### config.mk
export PLATFORM = sky130hd
export DESIGN_NAME = pwm_break_unit
export DESIGN_NICKNAME = d
export VERILOG_FILES = /design/src/rtl/pwmbrk_pkg.sv /design/src/rtl/pwmbrk_counter.sv /design/src/rtl/pwmbrk_channel.sv /design/src/rtl/pwmbrk_break.sv /design/src/rtl/pwm_break_unit.sv
export SDC_FILE = /design/constraint.sdc
export NUM_CORES = 1
export LEC_CHECK = 0
export ABC_AREA = 1
export BUFFER_PORTS_ARGS = -buffer_cell sky130_fd_sc_hd__buf_2
export CAP_MARGIN = 30
export CORE_ASPECT_RATIO = 1.75
export CORE_MARGIN = 10
export CORE_UTILIZATION = 55
export CTS_CLUSTER_DIAMETER = 80
export DETAILED_ROUTE_END_ITERATION = 10
export HOLD_SLACK_MARGIN = 0.05
export PLACE_DENSITY_LB_ADDON = 0.3
export SETUP_SLACK_MARGIN = 0.4
export SYNTH_ARGS = -nofsm -noshare
export SYNTH_HDL_FRONTEND = slang
export SYNTH_SLANG_ARGS = --single-unit
export TNS_END_PERCENT = 50
### constraint.sdc
create_clock -name clk -period 2.6 [get_ports clk]
set_input_delay 0.52 -clock clk [delete_from_list [all_inputs] [get_ports clk]]
set_output_delay 0.52 -clock clk [all_outputs]
set_load 0.02 [all_outputs]
### src/rtl/pwmbrk_pkg.sv
package pwmbrk_pkg;
  localparam int CNT_W   = 12;
  localparam int DATA_W  = 8;
  localparam int ADDR_W  = 4;
  localparam int NCH     = 4;

  localparam int ADR_OE     = 0;
  localparam int ADR_BRK    = 1;
  localparam int ADR_DUTY0  = 2;

  // break register field positions
  localparam int BRK_PAT_LSB = 0;
  localparam int BRK_PIN_EN  = 4;
  localparam int BRK_FLAG    = 5;
  localparam int BRK_LEVEL   = 6;

  typedef struct packed {
    logic           level;
    logic           pin_en;
    logic [NCH-1:0] pattern;
  } brk_cfg_t;
endpackage

### src/rtl/pwmbrk_counter.sv
module pwmbrk_counter #(
  parameter int CNT_W = pwmbrk_pkg::CNT_W
) (
  input  logic             clk,
  input  logic             rst_n,
  output logic [CNT_W-1:0] cnt
);
  logic [CNT_W-1:0] cnt_q, cnt_d;

  always_comb begin
    cnt_d = cnt_q + 1'b1;
  end

  always_ff @(posedge clk or negedge rst_n) begin
    if (!rst_n) cnt_q <= '0;
    else        cnt_q <= cnt_d;
  end

  assign cnt = cnt_q;
endmodule

### src/rtl/pwmbrk_channel.sv
module pwmbrk_channel #(
  parameter int CNT_W  = pwmbrk_pkg::CNT_W,
  parameter int DATA_W = pwmbrk_pkg::DATA_W
) (
  input  logic              clk,
  input  logic              rst_n,
  input  logic              wr_lo,
  input  logic              wr_hi,
  input  logic [DATA_W-1:0] wdata,
  input  logic [CNT_W-1:0]  cnt,
  output logic [CNT_W-1:0]  duty,
  output logic              pwm
);
  localparam int HI_W = CNT_W - DATA_W;

  logic [CNT_W-1:0] duty_q, duty_d;
  logic             duty_en;

  always_comb begin
    duty_d  = duty_q;
    duty_en = wr_lo | wr_hi;
    if (wr_lo) duty_d[DATA_W-1:0]     = wdata;
    if (wr_hi) duty_d[CNT_W-1:DATA_W] = wdata[HI_W-1:0];
  end

  always_ff @(posedge clk or negedge rst_n) begin
    if (!rst_n)       duty_q <= '0;
    else if (duty_en) duty_q <= duty_d;
  end

  assign duty = duty_q;
  assign pwm  = (cnt < duty_q);
endmodule

### src/rtl/pwmbrk_break.sv
module pwmbrk_break #(
  parameter int NCH    = pwmbrk_pkg::NCH,
  parameter int DATA_W = pwmbrk_pkg::DATA_W
) (
  input  logic                 clk,
  input  logic                 rst_n,
  input  logic                 brk_pin,
  input  logic                 wr,
  input  logic [DATA_W-1:0]    wdata,
  output pwmbrk_pkg::brk_cfg_t cfg,
  output logic                 flag,
  output logic                 hit
);
  import pwmbrk_pkg::*;

  logic [1:0] sync_q;
  brk_cfg_t   cfg_q, cfg_d;
  logic       flag_q, flag_d;

  always_ff @(posedge clk or negedge rst_n) begin
    if (!rst_n) sync_q <= '0;
    else        sync_q <= {sync_q[0], brk_pin};
  end

  assign hit = cfg_q.pin_en & (sync_q[1] == cfg_q.level);

  always_comb begin
    cfg_d.level   = wdata[BRK_LEVEL];
    cfg_d.pin_en  = wdata[BRK_PIN_EN];
    cfg_d.pattern = wdata[BRK_PAT_LSB +: NCH];
    if (hit)     flag_d = 1'b1;
    else if (wr) flag_d = wdata[BRK_FLAG];
    else         flag_d = flag_q;
  end

  always_ff @(posedge clk or negedge rst_n) begin
    if (!rst_n)  cfg_q <= '0;
    else if (wr) cfg_q <= cfg_d;
  end

  always_ff @(posedge clk or negedge rst_n) begin
    if (!rst_n) flag_q <= 1'b0;
    else        flag_q <= flag_d;
  end

  assign cfg  = cfg_q;
  assign flag = flag_q;
endmodule

### src/rtl/pwm_break_unit.sv
module pwm_break_unit #(
  parameter int CNT_W  = pwmbrk_pkg::CNT_W,
  parameter int DATA_W = pwmbrk_pkg::DATA_W,
  parameter int ADDR_W = pwmbrk_pkg::ADDR_W,
  parameter int NCH    = pwmbrk_pkg::NCH
) (
  input  logic              clk,
  input  logic              rst_n,
  input  logic              wr_en,
  input  logic [ADDR_W-1:0] addr,
  input  logic [DATA_W-1:0] wdata,
  output logic [DATA_W-1:0] rdata,
  input  logic              brk_pin,
  output logic [NCH-1:0]    pwm_out
);
  import pwmbrk_pkg::*;

  localparam int HI_W = CNT_W - DATA_W;

  // reset: asserted asynchronously, released on the clock
  logic [1:0] rst_sync_q;
  logic       rst_n_i;

  always_ff @(posedge clk or negedge rst_n) begin
    if (!rst_n) rst_sync_q <= '0;
    else        rst_sync_q <= {rst_sync_q[0], 1'b1};
  end
  assign rst_n_i = rst_sync_q[1];

  logic [CNT_W-1:0]            cnt;
  logic [NCH-1:0][CNT_W-1:0]   duty;
  logic [NCH-1:0]              pwm_raw;
  logic [NCH-1:0]              oe_q, oe_d;
  logic                        wr_oe, wr_brk;
  brk_cfg_t                    brk_cfg;
  logic                        brk_flag, brk_hit;

  assign wr_oe  = wr_en && (addr == ADDR_W'(ADR_OE));
  assign wr_brk = wr_en && (addr == ADDR_W'(ADR_BRK));

  pwmbrk_counter #(.CNT_W(CNT_W)) u_cnt (
    .clk(clk), .rst_n(rst_n_i), .cnt(cnt)
  );

  for (genvar i = 0; i < NCH; i++) begin : g_ch
    localparam int ADR_LO = ADR_DUTY0 + 2 * i;
    logic wr_lo, wr_hi;
    assign wr_lo = wr_en && (addr == ADDR_W'(ADR_LO));
    assign wr_hi = wr_en && (addr == ADDR_W'(ADR_LO + 1));
    pwmbrk_channel #(.CNT_W(CNT_W), .DATA_W(DATA_W)) u_ch (
      .clk(clk), .rst_n(rst_n_i), .wr_lo(wr_lo), .wr_hi(wr_hi),
      .wdata(wdata), .cnt(cnt), .duty(duty[i]), .pwm(pwm_raw[i])
    );
  end

  pwmbrk_break #(.NCH(NCH), .DATA_W(DATA_W)) u_brk (
    .clk(clk), .rst_n(rst_n_i), .brk_pin(brk_pin), .wr(wr_brk),
    .wdata(wdata), .cfg(brk_cfg), .flag(brk_flag), .hit(brk_hit)
  );

  always_comb begin
    oe_d = wdata[NCH-1:0];
  end

  always_ff @(posedge clk or negedge rst_n_i) begin
    if (!rst_n_i)   oe_q <= '0;
    else if (wr_oe) oe_q <= oe_d;
  end

  always_comb begin
    rdata = '0;
    if (addr == ADDR_W'(ADR_OE)) rdata[NCH-1:0] = oe_q;
    if (addr == ADDR_W'(ADR_BRK)) begin
      rdata[BRK_PAT_LSB +: NCH] = brk_cfg.pattern;
      rdata[BRK_PIN_EN]         = brk_cfg.pin_en;
      rdata[BRK_FLAG]           = brk_flag;
      rdata[BRK_LEVEL]          = brk_cfg.level;
    end
    for (int i = 0; i < NCH; i++) begin
      if (addr == ADDR_W'(ADR_DUTY0 + 2 * i))
        rdata = duty[i][DATA_W-1:0];
      if (addr == ADDR_W'(ADR_DUTY0 + 2 * i + 1))
        rdata = {{(DATA_W-HI_W){1'b0}}, duty[i][CNT_W-1:DATA_W]};
    end
  end

  always_comb begin
    pwm_out = oe_q & (brk_flag ? brk_cfg.pattern : pwm_raw);
  end
endmodule

# Word level (Yosys, flattened, before mapping)
# Cells that the tools add are included.
dict set report totals {
  ff_bits 75
  in_bits 16
}
dict set report op_classes {
  n_eq_ne 10
  n_bitwise 6
  reduce_logical 20
  addsub 1
  magnitude_cmp 4
  mux 13
}
# operator n
set ops {}
lappend ops {{2-to-1 mux 8 bit} 8}
lappend ops {{less-than comparator 12 bit} 4}
lappend ops {{equality test 4 x 3 -> 1 bit, second input constant} 4}
lappend ops {{AND reduction 2 bit} 8}
lappend ops {{adder 12 x 1 -> 12 bit, second input constant} 1}
lappend ops {{logical AND 1 bit} 10}
lappend ops {{equality test 4 x 2 -> 1 bit, second input constant} 2}
lappend ops {{equality test 4 bit, second input constant} 2}
lappend ops {{2-to-1 mux 4 bit} 2}
lappend ops {{2-to-1 mux 7 bit} 1}
lappend ops {{bitwise AND 4 bit} 1}
lappend ops {{equality test 4 x 1 -> 1 bit, second input constant} 1}
lappend ops {{zero test 4 bit} 1}
lappend ops {{OR 1 bit} 4}
lappend ops {{2-to-1 mux 1 bit} 2}
lappend ops {{nonzero test 2 bit} 1}
lappend ops {{bitwise AND 1 bit} 1}
lappend ops {{equality test 1 bit} 1}

# Logic depth before layout (Yosys ltp)
dict set report logic_depth {
  ltp_word 11
  mapped_depth 10
  mapped_depth_nobuf 10
}

# Modules after synthesis
# A second synthesis with hierarchy kept.
dict set report unflattened {
  hier_cells 610
  hier_area_um2 4747.1
}
# module n_inst area_per_inst_um2 cells_per_inst
set modules_own_cells {}
lappend modules_own_cells {pwmbrk_channel 4 735.7 90}
lappend modules_own_cells {pwm_break_unit 1 908.4 154}
lappend modules_own_cells {pwmbrk_counter 1 548.0 59}
lappend modules_own_cells {pwmbrk_break 1 347.8 37}

# Least setup slack after synthesis
# OpenSTA, ideal clock, no wires.
dict set report synth_timing {
  path_type {in2out}
  start {in addr[0]}
  end {out rdata[7]}
  setup_slack_ns 0.547
  n_path_buf 0
  required_time_ns 2.080
  arrival_time_ns 1.533
  stages 5
  cell_sequence {nor2_4 > inv_2 > nor3_4 > inv_1 > o21ai_0}
}
dict set report synth_between {
  elab_chain_len 9
  elab_cells_between_ends 16
  classes_between {8 x eq/ne; 8 x mux}
}
# element line
set synth_rtl {}
lappend synth_rtl {{start: declaration} pwm_break_unit.sv:10} ;# input logic [ADDR_W-1:0] addr,
lappend synth_rtl {{equality test 4 x 2 -> 1 bit} pwm_break_unit.sv:80} ;# if (addr == ADDR_W'(ADR_DUTY0 + 2 * i))
lappend synth_rtl {{2-to-1 mux 8 bit} pwm_break_unit.sv:80}
lappend synth_rtl {{2-to-1 mux 8 bit} pwm_break_unit.sv:82} ;# if (addr == ADDR_W'(ADR_DUTY0 + 2 * i + 1))
lappend synth_rtl {{2-to-1 mux 8 bit} pwm_break_unit.sv:80}
lappend synth_rtl {{2-to-1 mux 8 bit} pwm_break_unit.sv:82}
lappend synth_rtl {{2-to-1 mux 8 bit} pwm_break_unit.sv:80}
lappend synth_rtl {{2-to-1 mux 8 bit} pwm_break_unit.sv:82}
lappend synth_rtl {{2-to-1 mux 8 bit} pwm_break_unit.sv:80}
lappend synth_rtl {{2-to-1 mux 8 bit *} pwm_break_unit.sv:82}
lappend synth_rtl {{end: declaration} pwm_break_unit.sv:12} ;# output logic [DATA_W-1:0] rdata,
# Every way passes the cells marked *; elsewhere a longest branch is shown, timed or not.

# Worst setup path after layout
dict set report layout_timing {
  start {reg u_cnt.cnt_q[7] (netlist: u_cnt.cnt[7])}
  end {out pwm_out[2]}
}
dict set report layout_between {
  elab_chain_len 3
}
# element line
set layout_rtl {}
lappend layout_rtl {{start: declaration} pwmbrk_counter.sv:8} ;# logic [CNT_W-1:0] cnt_q, cnt_d;
lappend layout_rtl {{start signal: assignment} pwmbrk_counter.sv:16} ;# else cnt_q <= cnt_d;
lappend layout_rtl {{less-than comparator 12 bit} pwmbrk_channel.sv:32} ;# assign pwm = (cnt < duty_q);
lappend layout_rtl {{2-to-1 mux 4 bit} pwm_break_unit.sv:88} ;# pwm_out = oe_q & (brk_flag ? brk_cfg.pattern : pwm_raw);
lappend layout_rtl {{bitwise AND 4 bit} pwm_break_unit.sv:88}
lappend layout_rtl {{end: declaration} pwm_break_unit.sv:14} ;# output logic [NCH-1:0] pwm_out
# Every way passes these cells.

==> metrics.txt <==
outcome finished clean; final net count 651; async set-reset flop share out of synthesis 100%; EDFF count, synth 0; Area contributors post-synth dfrtp_1, ha_1, nand2_1, inv_1, a21oi_1; vias 3,925; HPWL Detailed 8960 µm; RSZ-0062 raised after global routing true; Max Fanout on Critical Path 6; min-delay worst type in -> reg; met1 WL 4680 µm; CP bufs+invs 1; Horiz. Die Dim 88.6 µm; period utilization 93.5%; routability congestion estimate 0.923; Least-Margin Pin Slew 0.739 ns; die height 140 µm; final setup skew 0.00631 ns; slowest CP cell dfrtp_2; Worst Path Required 2.08 ns; cell area after synthesis 0.00453 mm²; Hold Path Origin brk_pin; DRC Markers 0; number of diodes 0; post-synth top area share 41.5%; Min-Delay Path Depth 1; share of cells above drive strength 1 26.8%; CP Depth 7; number of distinct library cells after synthesis 31; Final Setup Violations 0; top sig layer met4; Syn Nets 599; fin crit period 2.43 ns; Inserted Clock Buffers 9; Cell Chain, Critical Path ha_4 -> a21oi_2 -> o21ai_1 -> a21oi_1 -> nand2_1 -> a21oi_2 -> buf_6; Top delay family on crit path compound AO/OA/AOI/OAI gates; gr usage total 20.5%; Area Overhead vs Synth 23.6%; cell count after synthesis 538; number of detailed-route iterations in the first pass 5; Final Hold Fails 0; max-cap check violation count 0; Crit. End Element primary output; syn_area_per_cell 8.41 µm²; Leak 2.64 nW; fmax 0.411 GHz; Sink Count 75; CTS tree built; Startpoint Class flop; Worst path max stage delay 0.50 ns; clk slew on worst S/H paths 0.06 ns; reg2reg path depth 8; io pins 28; Synth top cells by count nand2_1, dfrtp_1, inv_1; cell with the most instances after synthesis nand2_1; Initial Utilization 56.8%; WL met2 6480 µm; top_reg_cell synth dfrtp_1; Crit Path Category reg -> out; Final ANT Viol Nets 0; fin. max-slew vios 0; final wirelength 12,300 µm; YS warnings 0; area leader, netlist dfrtp_1; Yosys reg bits 75; IO Port Bufs 27; arrival time of the worst setup path 1.91 ns; CTS Buffer Depth 2; post-DR vias/cell 5.74; core footprint 0.00796 mm²; Power Density 659 mW/mm²; first-pass GRT wire length 19,500 µm; Worst path most repeated cell a21oi_2; H-tree depth 3; launch point of the worst reg-to-reg path u_cnt.cnt[1]; WL/cell 18.0 µm; crit path from u_cnt.cnt[7]; vias in the first global route 3,960; FF-to-FF setup slack 0.84 ns; largest net degree at the start of global routing 42; initial antenna violation count 0; sequential area share after synthesis 41.5%; area of the die 0.0124 mm²; worst hold slack 0.288 ns; worst rel slew slack 50.8%; WL met3 527 µm; clock latency on the worst-skew pair 0.34 ns; num rows 43; Root Buffer clkbuf_16; Congestion Overflow GR 0; total negative setup slack 0 ns; Iter 0 DRT Violations 289; IR Drop Worst-Case VDD 0.543 mV
[power by group]
part / internal [mW] / total (mW) / switching (mW)
clock: 0.787 / 1.25 / 0.465
sequential: 1.36 / 1.52 / 0.156
combinational: 0.370 / 0.920 / 0.550
total: 2.52 / 3.69 / 1.17
[worst paths after layout]
check | endpoint
max in group asynchronous | g_ch[1].u_ch.duty[9]
setup reg to reg | u_cnt.cnt[10]
hold / removal | u_brk.sync_q[0]
setup / recovery | pwm_out[2]
min in group asynchronous | g_ch[0].u_ch.duty[5]
hold reg to reg | g_ch[0].u_ch.duty[5]
[logic make-up (layout without fill, tap and decap cells)]
logic type,Yosys count,count (layout),share of synthesized area (%)
AND/OR/NAND/NOR,202,203,21.0
AO/OA/AOI/OAI,123,123,15.6
buffers and inverters,82,137,7.52
flip-flops,75,75,41.5
adder cells (fa/ha/maj),45,45,12.4
XOR/XNOR,10,10,1.94
other,1,1,0.0829
[layout by cell type (no fill, tap or decap), drive strengths merged]
master and count:
clkinv 3, xor2 7, xnor2 3, bufinv 1, a21oi 39, o22ai 3
o221ai 3, clkbuf 11, ha 45, clkinvlp 2, nor2 31, a221oi 1
nand4 7, nand3 24, dlygate4sd3 1, inv 74, nor3 6, nand2 135
conb 1, buf 45, o21a 4, dfrtp 75, o21ai 73
[layer usage]
layer | GRT usage (%) | up-vias
met3 | 3.83 | 41
met4 | 11.8 | 0
li1 | - | 1878
met2 | 35.2 | 117
met1 | 22.6 | 1889
met5 | 0 | -
[state kept, by name (all words and copies together), names as in the netlist]
name,count
u_cnt.cnt,12
g_ch.u_ch.duty,48
u_brk.sync_q,2
rst_sync_q,2
u_brk.cfg,6
oe_q,4
u_brk.flag,1
[timing repair]
| action | in CTS | in global routing |
|---|---|---|
| gates cloned | 1 | 0 |
| pin swaps | 24 | 20 |
| endpoints found under the setup margin | 12 | 12 |
| buffers inserted | 11 | 4 |
| hold endpoints to repair | 2 | 0 |
| resized for setup | 58 | 24 |
| hold buffers | 1 | 0 |
[metrics by stage]
stage / utilization, % / power [mW] / instance area, µm² / std cells / setup slack, ns
after CTS: 68.4 / 3.65 / 5450 / 680 / 0.184
after floorplan: - / 2.05 / 4530 / 538 / 0.547
after detailed placement: 59.7 / 2.30 / 4760 / 652 / 0.253
after global routing: 70.3 / 3.89 / 5600 / 684 / 0.121
final: 70.3 / 3.69 / 5600 / 684 / 0.168
after global placement: 59.7 / 2.26 / 4760 / 652 / 0.273
[area by class of cell]
cell class / instances / area, µm²
flip-flops and latches: 75 / 1890
repair buffers: 46 / 354
clock inverters: 4 / 50.0
clock buffers: 11 / 253
inverters: 76 / 287
well taps: 90 / 113
multi-input cells: 382 / 2650
fillers: 620 / 2370
Note: power is estimated with default switching activity, not from simulation.
